<file path="config.mk">
export PLATFORM = sky130hd
export DESIGN_NAME = bscan_seq
export DESIGN_NICKNAME = d
export VERILOG_FILES = /design/src/rtl/bscan_seq.sv
export SDC_FILE = /design/constraint.sdc
export NUM_CORES = 1
export LEC_CHECK = 0
export ABC_AREA = 1
export ABC_CLOCK_PERIOD_IN_PS = 2000
export BUFFER_PORTS_ARGS = -buffer_cell sky130_fd_sc_hd__buf_4
export CAP_MARGIN = 15
export CORE_AREA = 2 2 132 134
export DETAILED_ROUTE_END_ITERATION = 10
export DIE_AREA = 0 0 134 136
export GPL_TIMING_DRIVEN = 1
export SLEW_MARGIN = 10
export SYNTH_ARGS = -nofsm -noshare
export SYNTH_HDL_FRONTEND = slang
export SYNTH_SLANG_ARGS = --single-unit
</file>
<file path="constraint.sdc">
create_clock -name clk -period 2 [get_ports clk]
set_clock_uncertainty 0.05 [all_clocks]
set_input_delay 0.5 -clock clk [delete_from_list [all_inputs] [get_ports clk]]
set_output_delay 0.5 -clock clk [all_outputs]
set_load 0.05 [all_outputs]
</file>
<file path="src/rtl/bscan_seq.sv">
module bscan_seq #(
  parameter int NPORT    = 2,
  parameter int TCK_HALF = 2,
  parameter int TRST_CYC = 4
) (
  input  logic             clk,
  input  logic             rst_n,
  input  logic             start,
  output logic             busy,
  output logic             done,
  output logic             err,
  output logic [15:0]      mem_addr,
  input  logic [7:0]       mem_rdata,
  output logic [NPORT-1:0] tck_o,
  output logic [NPORT-1:0] tms_o,
  output logic [NPORT-1:0] tdi_o,
  output logic [NPORT-1:0] trst_n_o,
  input  logic [NPORT-1:0] tdo_i
);

  localparam int SW = (NPORT > 1) ? $clog2(NPORT) : 1;
  localparam int HW = $clog2(TCK_HALF) + 1;
  localparam int TW = $clog2(TRST_CYC) + 1;
  localparam logic [HW-1:0] PH_END   = HW'(TCK_HALF - 1);
  localparam logic [TW-1:0] TRST_END = TW'(TRST_CYC - 1);

  localparam logic [7:0] OP_TMS0  = 8'h00;
  localparam logic [7:0] OP_TMS1  = 8'h01;
  localparam logic [7:0] OP_LDCNT = 8'h02;
  localparam logic [7:0] OP_SHIFT = 8'h05;
  localparam logic [7:0] OP_JERR  = 8'h06;
  localparam logic [7:0] OP_TRST  = 8'h11;
  localparam logic [7:0] OP_SEL   = 8'h1A;
  localparam logic [7:0] OP_STOP  = 8'hFF;

  typedef enum logic [3:0] {
    S_IDLE, S_FETCH, S_OPND, S_DRV, S_EXP, S_MSK, S_LO, S_HI, S_TRST, S_DONE
  } state_t;

  state_t          st;
  logic            rd_ph;
  logic [15:0]     pc;
  logic [7:0]      op;
  logic [7:0]      opnd_hi;
  logic            opnd_idx;
  logic [15:0]     cnt;
  logic [15:0]     rem;
  logic [7:0]      drv_b, exp_b, msk_b;
  logic [2:0]      bit_i;
  logic            shifting;
  logic [HW-1:0]   ph;
  logic [TW-1:0]   trst_cnt;
  logic [SW-1:0]   sel;
  logic            tck_q, tms_q, tdi_q, trst_q, err_q;

  logic [7:0]      sel_off;
  logic            sel_hit;
  logic            tdo_sel;
  logic [2:0]      bit_nx;

  assign mem_addr = pc;
  assign busy     = (st != S_IDLE) && (st != S_DONE);
  assign done     = (st == S_DONE);
  assign err      = err_q;
  assign sel_off  = mem_rdata - OP_SEL;
  assign sel_hit  = sel_off < 8'(NPORT);
  assign tdo_sel  = tdo_i[sel];
  assign bit_nx   = bit_i + 3'd1;

  for (genvar p = 0; p < NPORT; p++) begin : g_port
    assign tck_o[p]    = (sel == SW'(p)) ? tck_q  : 1'b0;
    assign tms_o[p]    = (sel == SW'(p)) ? tms_q  : 1'b1;
    assign tdi_o[p]    = (sel == SW'(p)) ? tdi_q  : 1'b1;
    assign trst_n_o[p] = (sel == SW'(p)) ? trst_q : 1'b1;
  end

  always_ff @(posedge clk or negedge rst_n) begin
    if (!rst_n) begin
      st <= S_IDLE;  rd_ph <= 1'b0;  pc <= '0;  op <= '0;
      opnd_hi <= '0; opnd_idx <= 1'b0; cnt <= '0; rem <= '0;
      drv_b <= '0;   exp_b <= '0;   msk_b <= '0;  bit_i <= '0;
      shifting <= 1'b0; ph <= '0;   trst_cnt <= '0; sel <= '0;
      tck_q <= 1'b0; tms_q <= 1'b1; tdi_q <= 1'b1; trst_q <= 1'b1; err_q <= 1'b0;
    end else begin
      case (st)
        S_IDLE, S_DONE: begin
          if (start) begin
            pc <= '0; err_q <= 1'b0; rd_ph <= 1'b0; sel <= '0; st <= S_FETCH;
          end
        end
        S_FETCH: begin
          if (!rd_ph) rd_ph <= 1'b1;
          else begin
            rd_ph <= 1'b0;
            pc    <= pc + 16'd1;
            op    <= mem_rdata;
            case (mem_rdata)
              OP_TMS0, OP_TMS1: begin
                tms_q <= mem_rdata[0]; shifting <= 1'b0; ph <= '0; st <= S_LO;
              end
              OP_LDCNT, OP_JERR: begin
                opnd_idx <= 1'b0; st <= S_OPND;
              end
              OP_SHIFT: begin
                if (cnt != '0) begin
                  rem <= cnt; bit_i <= '0; st <= S_DRV;
                end
              end
              OP_TRST: begin
                trst_q <= 1'b0; trst_cnt <= '0; st <= S_TRST;
              end
              OP_STOP: st <= S_DONE;
              default: if (sel_hit) sel <= sel_off[SW-1:0];
            endcase
          end
        end
        S_OPND: begin
          if (!rd_ph) rd_ph <= 1'b1;
          else begin
            rd_ph <= 1'b0;
            pc    <= pc + 16'd1;
            if (!opnd_idx) begin
              opnd_hi <= mem_rdata; opnd_idx <= 1'b1;
            end else begin
              if (op == OP_LDCNT) cnt <= {opnd_hi, mem_rdata};
              else if (err_q)     pc  <= {opnd_hi, mem_rdata};
              st <= S_FETCH;
            end
          end
        end
        S_DRV: begin
          if (!rd_ph) rd_ph <= 1'b1;
          else begin
            rd_ph <= 1'b0; pc <= pc + 16'd1; drv_b <= mem_rdata; st <= S_EXP;
          end
        end
        S_EXP: begin
          if (!rd_ph) rd_ph <= 1'b1;
          else begin
            rd_ph <= 1'b0; pc <= pc + 16'd1; exp_b <= mem_rdata; st <= S_MSK;
          end
        end
        S_MSK: begin
          if (!rd_ph) rd_ph <= 1'b1;
          else begin
            rd_ph <= 1'b0; pc <= pc + 16'd1; msk_b <= mem_rdata;
            tdi_q <= drv_b[0]; tms_q <= (rem == 16'd1);
            shifting <= 1'b1; ph <= '0; st <= S_LO;
          end
        end
        S_LO: begin
          if (ph == PH_END) begin
            ph <= '0; tck_q <= 1'b1; st <= S_HI;
            if (shifting && msk_b[bit_i] && (tdo_sel != exp_b[bit_i])) err_q <= 1'b1;
          end else ph <= ph + 1'b1;
        end
        S_HI: begin
          if (ph == PH_END) begin
            ph <= '0; tck_q <= 1'b0;
            if (!shifting) st <= S_FETCH;
            else begin
              rem <= rem - 16'd1;
              if (rem == 16'd1) st <= S_FETCH;
              else if (bit_i == 3'd7) begin
                bit_i <= '0; st <= S_DRV;
              end else begin
                bit_i <= bit_nx;
                tdi_q <= drv_b[bit_nx];
                tms_q <= (rem == 16'd2);
                st    <= S_LO;
              end
            end
          end else ph <= ph + 1'b1;
        end
        S_TRST: begin
          if (trst_cnt == TRST_END) begin
            trst_q <= 1'b1; st <= S_FETCH;
          end else trst_cnt <= trst_cnt + 1'b1;
        end
        default: st <= S_IDLE;
      endcase
    end
  end

  p_one_tck_r2: assert property (@(posedge clk) disable iff (!rst_n)
    $onehot0(tck_o));

  p_tck_busy_r4: assert property (@(posedge clk) disable iff (!rst_n)
    tck_q |-> busy);

  p_trst_quiet_r3: assert property (@(posedge clk) disable iff (!rst_n)
    !trst_q |-> !tck_q);

  p_hold_high_r7: assert property (@(posedge clk) disable iff (!rst_n)
    tck_q |-> ($stable(tdi_q) && $stable(tms_q)));

  p_err_sticky_r8: assert property (@(posedge clk) disable iff (!rst_n)
    (busy && err_q) |=> err_q);

endmodule

</file>
==> metrics, run 1 <==
Horiz. Die Dim 134 µm; layout cells sized above 1 17.96%; Top FF cell, synth dfrtp_1; Global Route Usage Sum 20.88%; Max Freq 0.5161 GHz; Longest Clk Path Bufs 2; Die Y 136 µm; antenna viol nets, final 0; Crit path max-delay family flip-flops; Final Setup Violations 0; max_slew headroom 63.40%; CP Capture Type output pin; non-filler cells in the finished layout 1227; row count 48; synthesized area 6466 µm²; total wire length 18380 µm; Core Region 16880 µm²; Yosys top cell by area dfrtp_1; CTS root buf clkbuf_16; Cell Pwr Density 553.8 nW/µm²; Synth top area share 41.02%; worst-path cell chain buf_6 > nor2_4 > nand2_2 > nand2_2 > inv_2 > buf_8; ANT cells 0; area grow syn2layout 21.48%; Vias/cell 5.014; Yosys cell types 47; DRT iter0 DRCs 551; max capacitance violation total 0; number of global-route vias before repair 5661; dominant cells by area after synthesis dfrtp_1, nand2_1, o21ai_0; first-pass GRT wire length 29970 µm; CTS tree done; Final Hold Fails 0; Hold Crit Class input port to asynchronous set/reset pin; CP Class flop to output pin; WL/cell 14.98 µm; Clk pin slew, worst setup/hold paths 0.08 ns; # IOs 40; pre-CTS WS -0.005216 ns; fin crit share 96.88%; CTS buffer count 9; largest net degree at the start of global routing 71; via count 6152; worst path arrival time 1.39 ns; # nets final 1019; GRT overflow 0; peak fanout along the critical path 5; worst-margin pin slew 0.5485 ns; final hold slack 0.07328 ns; Worst-Skew Late Latency 0.37 ns; htree depth 3; Req. time, crit path 1.45 ns; placer congestion estimate 0.9204; DRT Pass-1 Iters 5; fin crit period 1.938 ns; residual DRC count 0; commonest non-fill, non-tap cell in the layout nand2_1; port bufs 39; CTS Sinks 109; outcome finished, final reports clean; DP HPWL 13590 µm; Pleak 3.903 nW; Starting Density 38.32%; VDD IR max 0.0004493 V; initial antenna violation count 0; Critical path buffers and inverters 3; placed insts 1196; EDFF count, synth 0; Post-Syn Area per Cell 7.098 µm²; commonest cells after routing, fill and taps aside nand2_1, nor2_1, dfrtp_1; post-route setup slack 0.06241 ns; die area 18220 µm²; Slew Viols, Final 0; Seq/Total Area, Yosys 42.24%; FFs w/ async S/R, synth 100.0%; register bit total from synthesis 109; synthesis warning total 0; max incr delay on CP 0.42 ns; cell count after synthesis 911; CP dominant cell by count nand2_2; crit start category flop; slowest cell on the critical path dfrtp_2; Post-Syn Nets 933
==> worst register-to-register path: cells and delay by family (launching register included) <==
| family | cells | cell delay (ns) |
|---|---|---|
| buf+inv | 5 | 0.62 |
| compound gates | 2 | 0.23 |
| simple gates | 5 | 0.46 |
| flops | 1 | 0.42 |
==> cell families after synthesis <==
logic type                 after synthesis  synth area share [%]
and+or+nand+nor                        514                 33.79
AOI/OAI and AO/OA                      152                 12.95
buffers and inverters                  115                 7.507
DFF                                    109                 42.24
adders and majority gates                9                 1.742
xor gates and xnor gates                 7                0.9482
muxes                                    5                0.8320
==> area by class of cell <==
class	instances	area (µm²)
Tap cell	225	281.5
Multi-Input combinational cell	687	3317
Clock buffer	10	239.0
Inverter	87	340.3
Fill cell	1735	9021
Clock inverter	6	65.06
Timing Repair Buffer	103	874.6
Sequential cell	109	2738
==> synthesized netlist by cell type, drive strengths merged, types with 3 or more instances <==
cell and instances:
nand2 304, o211ai 6, o21bai 4, o21ai 120, clkbuf 16, buf 12
nor3 7, inv 85, nand3 64, ha 9, dfrtp 106, nor2 115
or2 3, xor2 5, dfstp 3, nand4 15, nand3b 3, mux2 3
a21oi 15
==> registers in the layout (all words and copies together) (netlist names), 2 cells and up <==
signal / cells
trst_cnt: 3
exp_b: 8
op: 8
rem: 16
ph: 2
st: 4
msk_b: 8
drv_b: 8
mem_addr: 16
opnd_hi: 8
cnt: 16
bit_i: 3
==> metal layers <==
layer  vias to the layer above  GRT usage, %  share of wire (%)
li1                       3117             -                  -
met1                      2897         30.30                 50
met2                       116         32.25                 45
met3                        22         3.952                4.1
met4                         0         4.965                1.2
met5                         -             0                  0
==> what timing repair did <==
action / in CTS / in global routing
pin swaps: 1 / 7
hold buffers: 0 / 0
gates cloned: 0 / 1
buffers inserted: 5 / 10
resized for setup: 12 / 20
endpoints found under the setup margin: 2 / 40
==> final timing paths <==
path                                from  endpoint  slack, ns  cells past startpoint
worst min register to register  msk_b[6]  msk_b[6]       0.44                      2
max in group asynchronous          rst_n     st[0]       1.45                      2
worst max register to register     st[1]   rem[11]       0.14                     12
min in group clk                   start       err       0.36                      4
worst min-delay path               rst_n    rem[0]       0.07                      2
worst max-delay path               st[1]      busy       0.06                      6
==> report_power, final <==
group / total, mW / internal [mW] / switching [mW] / leakage, nW
clock network: 1.88 / 0.920 / 0.964 / 0.150
logic: 0.220 / 0.0752 / 0.145 / 2.56
registers: 2.25 / 2.23 / 0.0173 / 1.19
total: 4.35 / 3.22 / 1.13 / 3.90
==> through the flow <==
step | power, mW | cell area (µm²) | TNS [ns] | utilization (%)
after floorplan | 2.367 | 6466 | 0 | -
after detailed placement | 2.513 | 7316 | -0.005940 | 43.35
final | 4.350 | 7855 | 0 | 46.55
after CTS | 4.380 | 7687 | -0.0007465 | 45.55
after global routing | 4.495 | 7855 | -0.001666 | 46.55
after global placement | 2.511 | 7316 | 0 | 43.35
Power figures use the tool's default switching activity.
==> run 2: changes to the inputs <==
--- a/config.mk
+++ b/config.mk
@@ -9,10 +9,13 @@
 export ABC_CLOCK_PERIOD_IN_PS = 2000
 export BUFFER_PORTS_ARGS = -buffer_cell sky130_fd_sc_hd__buf_4
 export CAP_MARGIN = 15
+export CELL_PAD_IN_SITES_DETAIL_PLACEMENT = 0
+export CELL_PAD_IN_SITES_GLOBAL_PLACEMENT = 1
 export CORE_AREA = 2 2 132 134
 export DETAILED_ROUTE_END_ITERATION = 10
 export DIE_AREA = 0 0 134 136
 export GPL_TIMING_DRIVEN = 1
+export PLACE_DENSITY_LB_ADDON = 0.1
 export SLEW_MARGIN = 10
 export SYNTH_ARGS = -nofsm -noshare
 export SYNTH_HDL_FRONTEND = slang
==> metrics, run 2 (same netlist as run 1, synthesis figures left out) <==
CP Class flop to output pin; residual DRC count 0 (unchanged); htree depth 3 (unchanged); Core Region 16880 µm² (unchanged); Cell Pwr Density 559.7 nW/µm² (+1.1%); fin crit share 96.44% (-0.44 points); Critical path buffers and inverters 3 (unchanged); Crit path max-delay family flip-flops; Hold Crit Class input port to asynchronous set/reset pin; slowest cell on the critical path dfrtp_2; number of global-route vias before repair 5957 (+5.2%); port bufs 39 (unchanged); GRT overflow 0 (unchanged); commonest non-fill, non-tap cell in the layout nand2_1; CTS root buf clkbuf_16; DRT iter0 DRCs 359 (-35%); max capacitance violation total 0 (unchanged); DP HPWL 14520 µm (+6.8%); antenna viol nets, final 0 (unchanged); Max Freq 0.5184 GHz (+0.45%); first-pass GRT wire length 31680 µm (+5.7%); die area 18220 µm² (unchanged); crit start category flop; via count 6215 (+1.0%); Die Y 136 µm (unchanged); row count 48 (unchanged); placed insts 1190 (-0.50%); ANT cells 0 (unchanged); worst-margin pin slew 0.6542 ns (+0.1057 ns); Horiz. Die Dim 134 µm (unchanged); Global Route Usage Sum 22.01% (+1.1 points); largest net degree at the start of global routing 35 (-51%); # nets final 1005 (-1.4%); # IOs 40 (unchanged); CTS buffer count 9 (unchanged); CP Capture Type output pin; Clk pin slew, worst setup/hold paths 0.08 ns (about the same); worst-path cell chain inv_2 > nor2_2 > nand2_1 > nand2_2 > inv_1 > buf_6; layout cells sized above 1 16.50% (-1.5 points); Pleak 3.811 nW (-2.4%); non-filler cells in the finished layout 1213 (-1.1%); RSZ-0062 raised after global routing true; Starting Density 38.32% (unchanged); max_slew headroom 56.34% (-7.1 points); CTS tree done; VDD IR max 0.0003981 V (-11%); area grow syn2layout 18.58%; worst path arrival time 1.38 ns (about the same); max incr delay on CP 0.45 ns (+0.03 ns); Vias/cell 5.124 (+2.2%); Req. time, crit path 1.45 ns (about the same); WL/cell 15.88 µm (+6.0%); post-route setup TNS 0 ns (unchanged); Tot Pwr 4.291 mW (-1.4%); Final Setup Violations 0 (unchanged); outcome finished, final reports clean; CTS Sinks 109 (unchanged); commonest cells after routing, fill and taps aside nand2_1, nor2_1, dfrtp_1; DRT Pass-1 Iters 5 (unchanged); initial antenna violation count 0 (unchanged); peak fanout along the critical path 3 (-2); fin crit period 1.929 ns (-0.008755 ns); Slew Viols, Final 0 (unchanged); Final Hold Fails 0 (unchanged); placer congestion estimate 0.8721 (-5.2%); Worst-Skew Late Latency 0.36 ns (about the same); total wire length 19260 µm (+4.8%); Core Util, Final 45.43% (-1.1 points); Longest Clk Path Bufs 2 (unchanged)
## run 2: cell type report
| cell class | count | area, µm² |
|---|---|---|
| multi-input cells | 687 | 3283 |
| clock inverters | 6 | 51.30 |
| clock buffers | 10 | 239.0 |
| well taps | 225 | 281.5 |
| inverters | 87 | 330.3 |
| repair buffers | 89 | 745.7 |
| flip-flops and latches | 109 | 2736 |
| fillers | 1754 | 9209 |
## run 2: final timing paths
check,to,slack (ns),startpoint,cells after the start
min,exp_b[0],0.03,rst_n,1
min reg2reg,exp_b[2],0.44,exp_b[2],2
max reg2reg,rem[9],0.09,st[2],11
max,busy,0.07,st[3],6
max in group asynchronous,trst_q,1.25,rst_n,2
min in group clk,err,0.44,start,4
## run 2: stage by stage
step	hold WS (ns)	cell area [µm²]	worst slack, ns
floorplan	0.1544	6466	0.1382
global placement	0.4132	7271	0.01507
detailed placement	0.4231	7271	-0.02379
CTS	0.04377	7601	0.01002
global route	0.05489	7667	-0.02943
finish	0.03125	7667	0.07117
## run 2: timing repair
action                     4_1_cts  5_1_grt
resized for setup                5       13
setup buffers                    4        3
hold buffers                     0        0
pin swaps                        0        4
gates cloned                     0        0
setup endpoints to repair        2       27
## run 2: layer usage
layer | global-route usage [%] | vias up | wire, µm
met3 | 2.424 | 21 | 661
met5 | 0 | - | 0
met2 | 37.29 | 127 | 9368
li1 | - | 3072 | -
met1 | 29.82 | 2995 | 8929
met4 | 6.442 | 0 | 300
## run 2: power by group
group          switching, mW  leakage [nW]  internal, mW
registers             0.0157          1.20          2.23
clock network          0.919         0.146         0.907
logic                  0.147          2.47        0.0732
total                   1.08          3.81          3.21
==> run 3: changes to the inputs <==
--- a/config.mk
+++ b/config.mk
@@ -6,14 +6,14 @@
 export NUM_CORES = 1
 export LEC_CHECK = 0
 export ABC_AREA = 1
-export ABC_CLOCK_PERIOD_IN_PS = 2000
+export ABC_CLOCK_PERIOD_IN_PS = 2300
 export BUFFER_PORTS_ARGS = -buffer_cell sky130_fd_sc_hd__buf_4
 export CAP_MARGIN = 15
 export CELL_PAD_IN_SITES_DETAIL_PLACEMENT = 0
 export CELL_PAD_IN_SITES_GLOBAL_PLACEMENT = 1
-export CORE_AREA = 2 2 132 134
+export CORE_AREA = 2 2 157 113
 export DETAILED_ROUTE_END_ITERATION = 10
-export DIE_AREA = 0 0 134 136
+export DIE_AREA = 0 0 159 115
 export GPL_TIMING_DRIVEN = 1
 export PLACE_DENSITY_LB_ADDON = 0.1
 export SLEW_MARGIN = 10
==> constraint.sdc (replaced) <==
create_clock -name clk -period 2.3 [get_ports clk]
set_clock_uncertainty 0.05 [all_clocks]
set_input_delay 0.575 -clock clk [delete_from_list [all_inputs] [get_ports clk]]
set_output_delay 0.575 -clock clk [all_outputs]
set_load 0.05 [all_outputs]
==> metrics, run 3 (same netlist as run 1, synthesis figures left out) <==
max capacitance violation total 0 (unchanged); Reg area 2735 µm² (about the same); Worst-Skew Late Latency 0.36 ns (about the same); WL/cell 16.29 µm (+2.6%); die area 18290 µm² (+0.33%); non-filler cells in the finished layout 1191 (-1.8%); Final Hold Fails 0 (unchanged); DRT Pass-1 Iters 5 (unchanged); initial antenna violation count 0 (unchanged); fin crit period 2.157 ns; row count 40 (-17%); DRT iter0 DRCs 367 (+2.2%); post-route setup TNS 0 ns (unchanged); outcome finished, final reports clean; commonest cells after routing, fill and taps aside nand2_1, nor2_1, dfrtp_1; hold buffer count at cts 0 (unchanged); crit start category flop; antenna viol nets, final 0 (unchanged); VDD IR max 0.0003194 V (-20%); CP Class flop to output pin; DP HPWL 14880 µm (+2.5%); CTS tree done; Die Y 115 µm (-15%); htree depth 3 (unchanged); RSZ-0062 raised after global routing false; worst-margin pin slew 1.061 ns (+0.4071 ns); port bufs 39 (unchanged); Global Route Usage Sum 21.98% (-0.028 points); Core Region 16820 µm² (-0.36%); placer congestion estimate 0.9017 (+3.4%); Final Setup Violations 0 (unchanged); Horiz. Die Dim 159 µm (+19%); GRT overflow 0 (unchanged); CP Capture Type output pin; CTS root buf clkbuf_16; Pleak 3.647 nW (-4.3%); # nets final 977 (-2.8%); # IOs 40 (unchanged); Cell Pwr Density 497.3 nW/µm² (-11%); Vias/cell 5.085 (-0.76%); layout cells sized above 1 13.23% (-3.3 points); peak fanout along the critical path 9 (+6); area grow syn2layout 14.30%; CTS buffer count 9 (unchanged); residual DRC count 0 (unchanged); Req. time, crit path 1.67 ns (+0.22 ns); Starting Density 38.45% (+0.14 points); CTS Sinks 109 (unchanged); FILL cells 1766 (+0.68%); number of global-route vias before repair 5419 (-9.0%); worst path arrival time 1.53 ns (+0.15 ns); fin crit share 93.80%; Hold Crit Class input port to asynchronous set/reset pin; Slew Viols, Final 0 (unchanged); largest net degree at the start of global routing 36 (+2.9%); total wire length 19400 µm (+0.72%); via count 6056 (-2.6%); max_slew headroom 28.98% (-27 points); first-pass GRT wire length 31060 µm (-2.0%); commonest non-fill, non-tap cell in the layout nand2_1; ANT cells 0 (unchanged); Longest Clk Path Bufs 2 (unchanged); Max Freq 0.4635 GHz; Clk pin slew, worst setup/hold paths 0.08 ns (about the same); placed insts 1171 (-1.6%); multi-input logic area 3257 µm² (-0.80%); Tot Pwr 3.676 mW (-14%)
[run 3: cell count changes in the layout (fill, tap and decap cells not counted), moves of 2 or more]
cell / previous run / this run
buf_12: 5 / 3
buf_4: 80 / 58
buf_6: 4 / 0
clkinvlp_4: 0 / 4
inv_6: 4 / 2
nand2_1: 295 / 298
nand2_2: 6 / 3
nor2_1: 103 / 106
nor2_2: 6 / 3
[run 3: power by group]
| group | internal (mW) | leakage, nW | switching, mW | total, mW |
|---|---|---|---|---|
| sequential | 1.94 | 1.20 | 0.0156 | 1.95 |
| clock | 0.752 | 0.127 | 0.794 | 1.55 |
| combinational | 0.0531 | 2.32 | 0.123 | 0.176 |
[run 3: stage by stage]
stage                     util [%]  instance area (µm²)  hold slack [ns]  setup slack [ns]
after floorplan                  -                 6466           0.2294            0.4382
after global placement       42.02                 7066           0.4121            0.1167
after detailed placement     42.02                 7066           0.4172           0.04870
after CTS                    43.73                 7353           0.1230           0.02845
after global routing         43.95                 7391           0.1280          0.001362
final                        43.95                 7391           0.1127            0.1426
[run 3: critical path, cell delays in order, from the launching register on]
cell,delay [ns]
dfrtp_2,0.51
nor2_1,0.20
nand2_1,0.09
nand2_1,0.11
inv_1,0.08
buf_4,0.19
[run 3: path summary, 6_finish.rpt]
path | cells past startpoint | slack [ns] | from | endpoint
worst max register to register | 7 | 0.28 | st[0] | opnd_hi[0]
worst max-delay path | 5 | 0.14 | st[1] | busy
max in group asynchronous | 2 | 1.43 | rst_n | tms_q
worst min-delay path | 1 | 0.11 | rst_n | rem[15]
min in group clk | 2 | 0.44 | msk_b[3] | msk_b[3]
worst min register to register | 2 | 0.44 | msk_b[3] | msk_b[3]
[run 3: repair_timing]
item | in CTS | in global routing
endpoints found under the hold margin | 0 | 0
buffers inserted | 0 | 4
resized for setup | 2 | 3
setup endpoints to repair | 2 | 1
[run 3: cell type report]
cell class,instances,area share [%]
clock buffer,9,3.047
clock inverter,7,0.7957
inverter,87,4.469
multi-input combinational,687,44.07
sequential,109,37.01
tap,231,3.911
timing repair buffer,61,6.704
[run 3: per-layer routing]
layer | track usage [%] | up-vias | wire length, µm
met5 | 0 | - | 0
met4 | 4.788 | 0 | 185
met3 | 4.329 | 11 | 1093
met2 | 31.51 | 130 | 7954
met1 | 34.08 | 2890 | 10170
li1 | - | 3025 | -
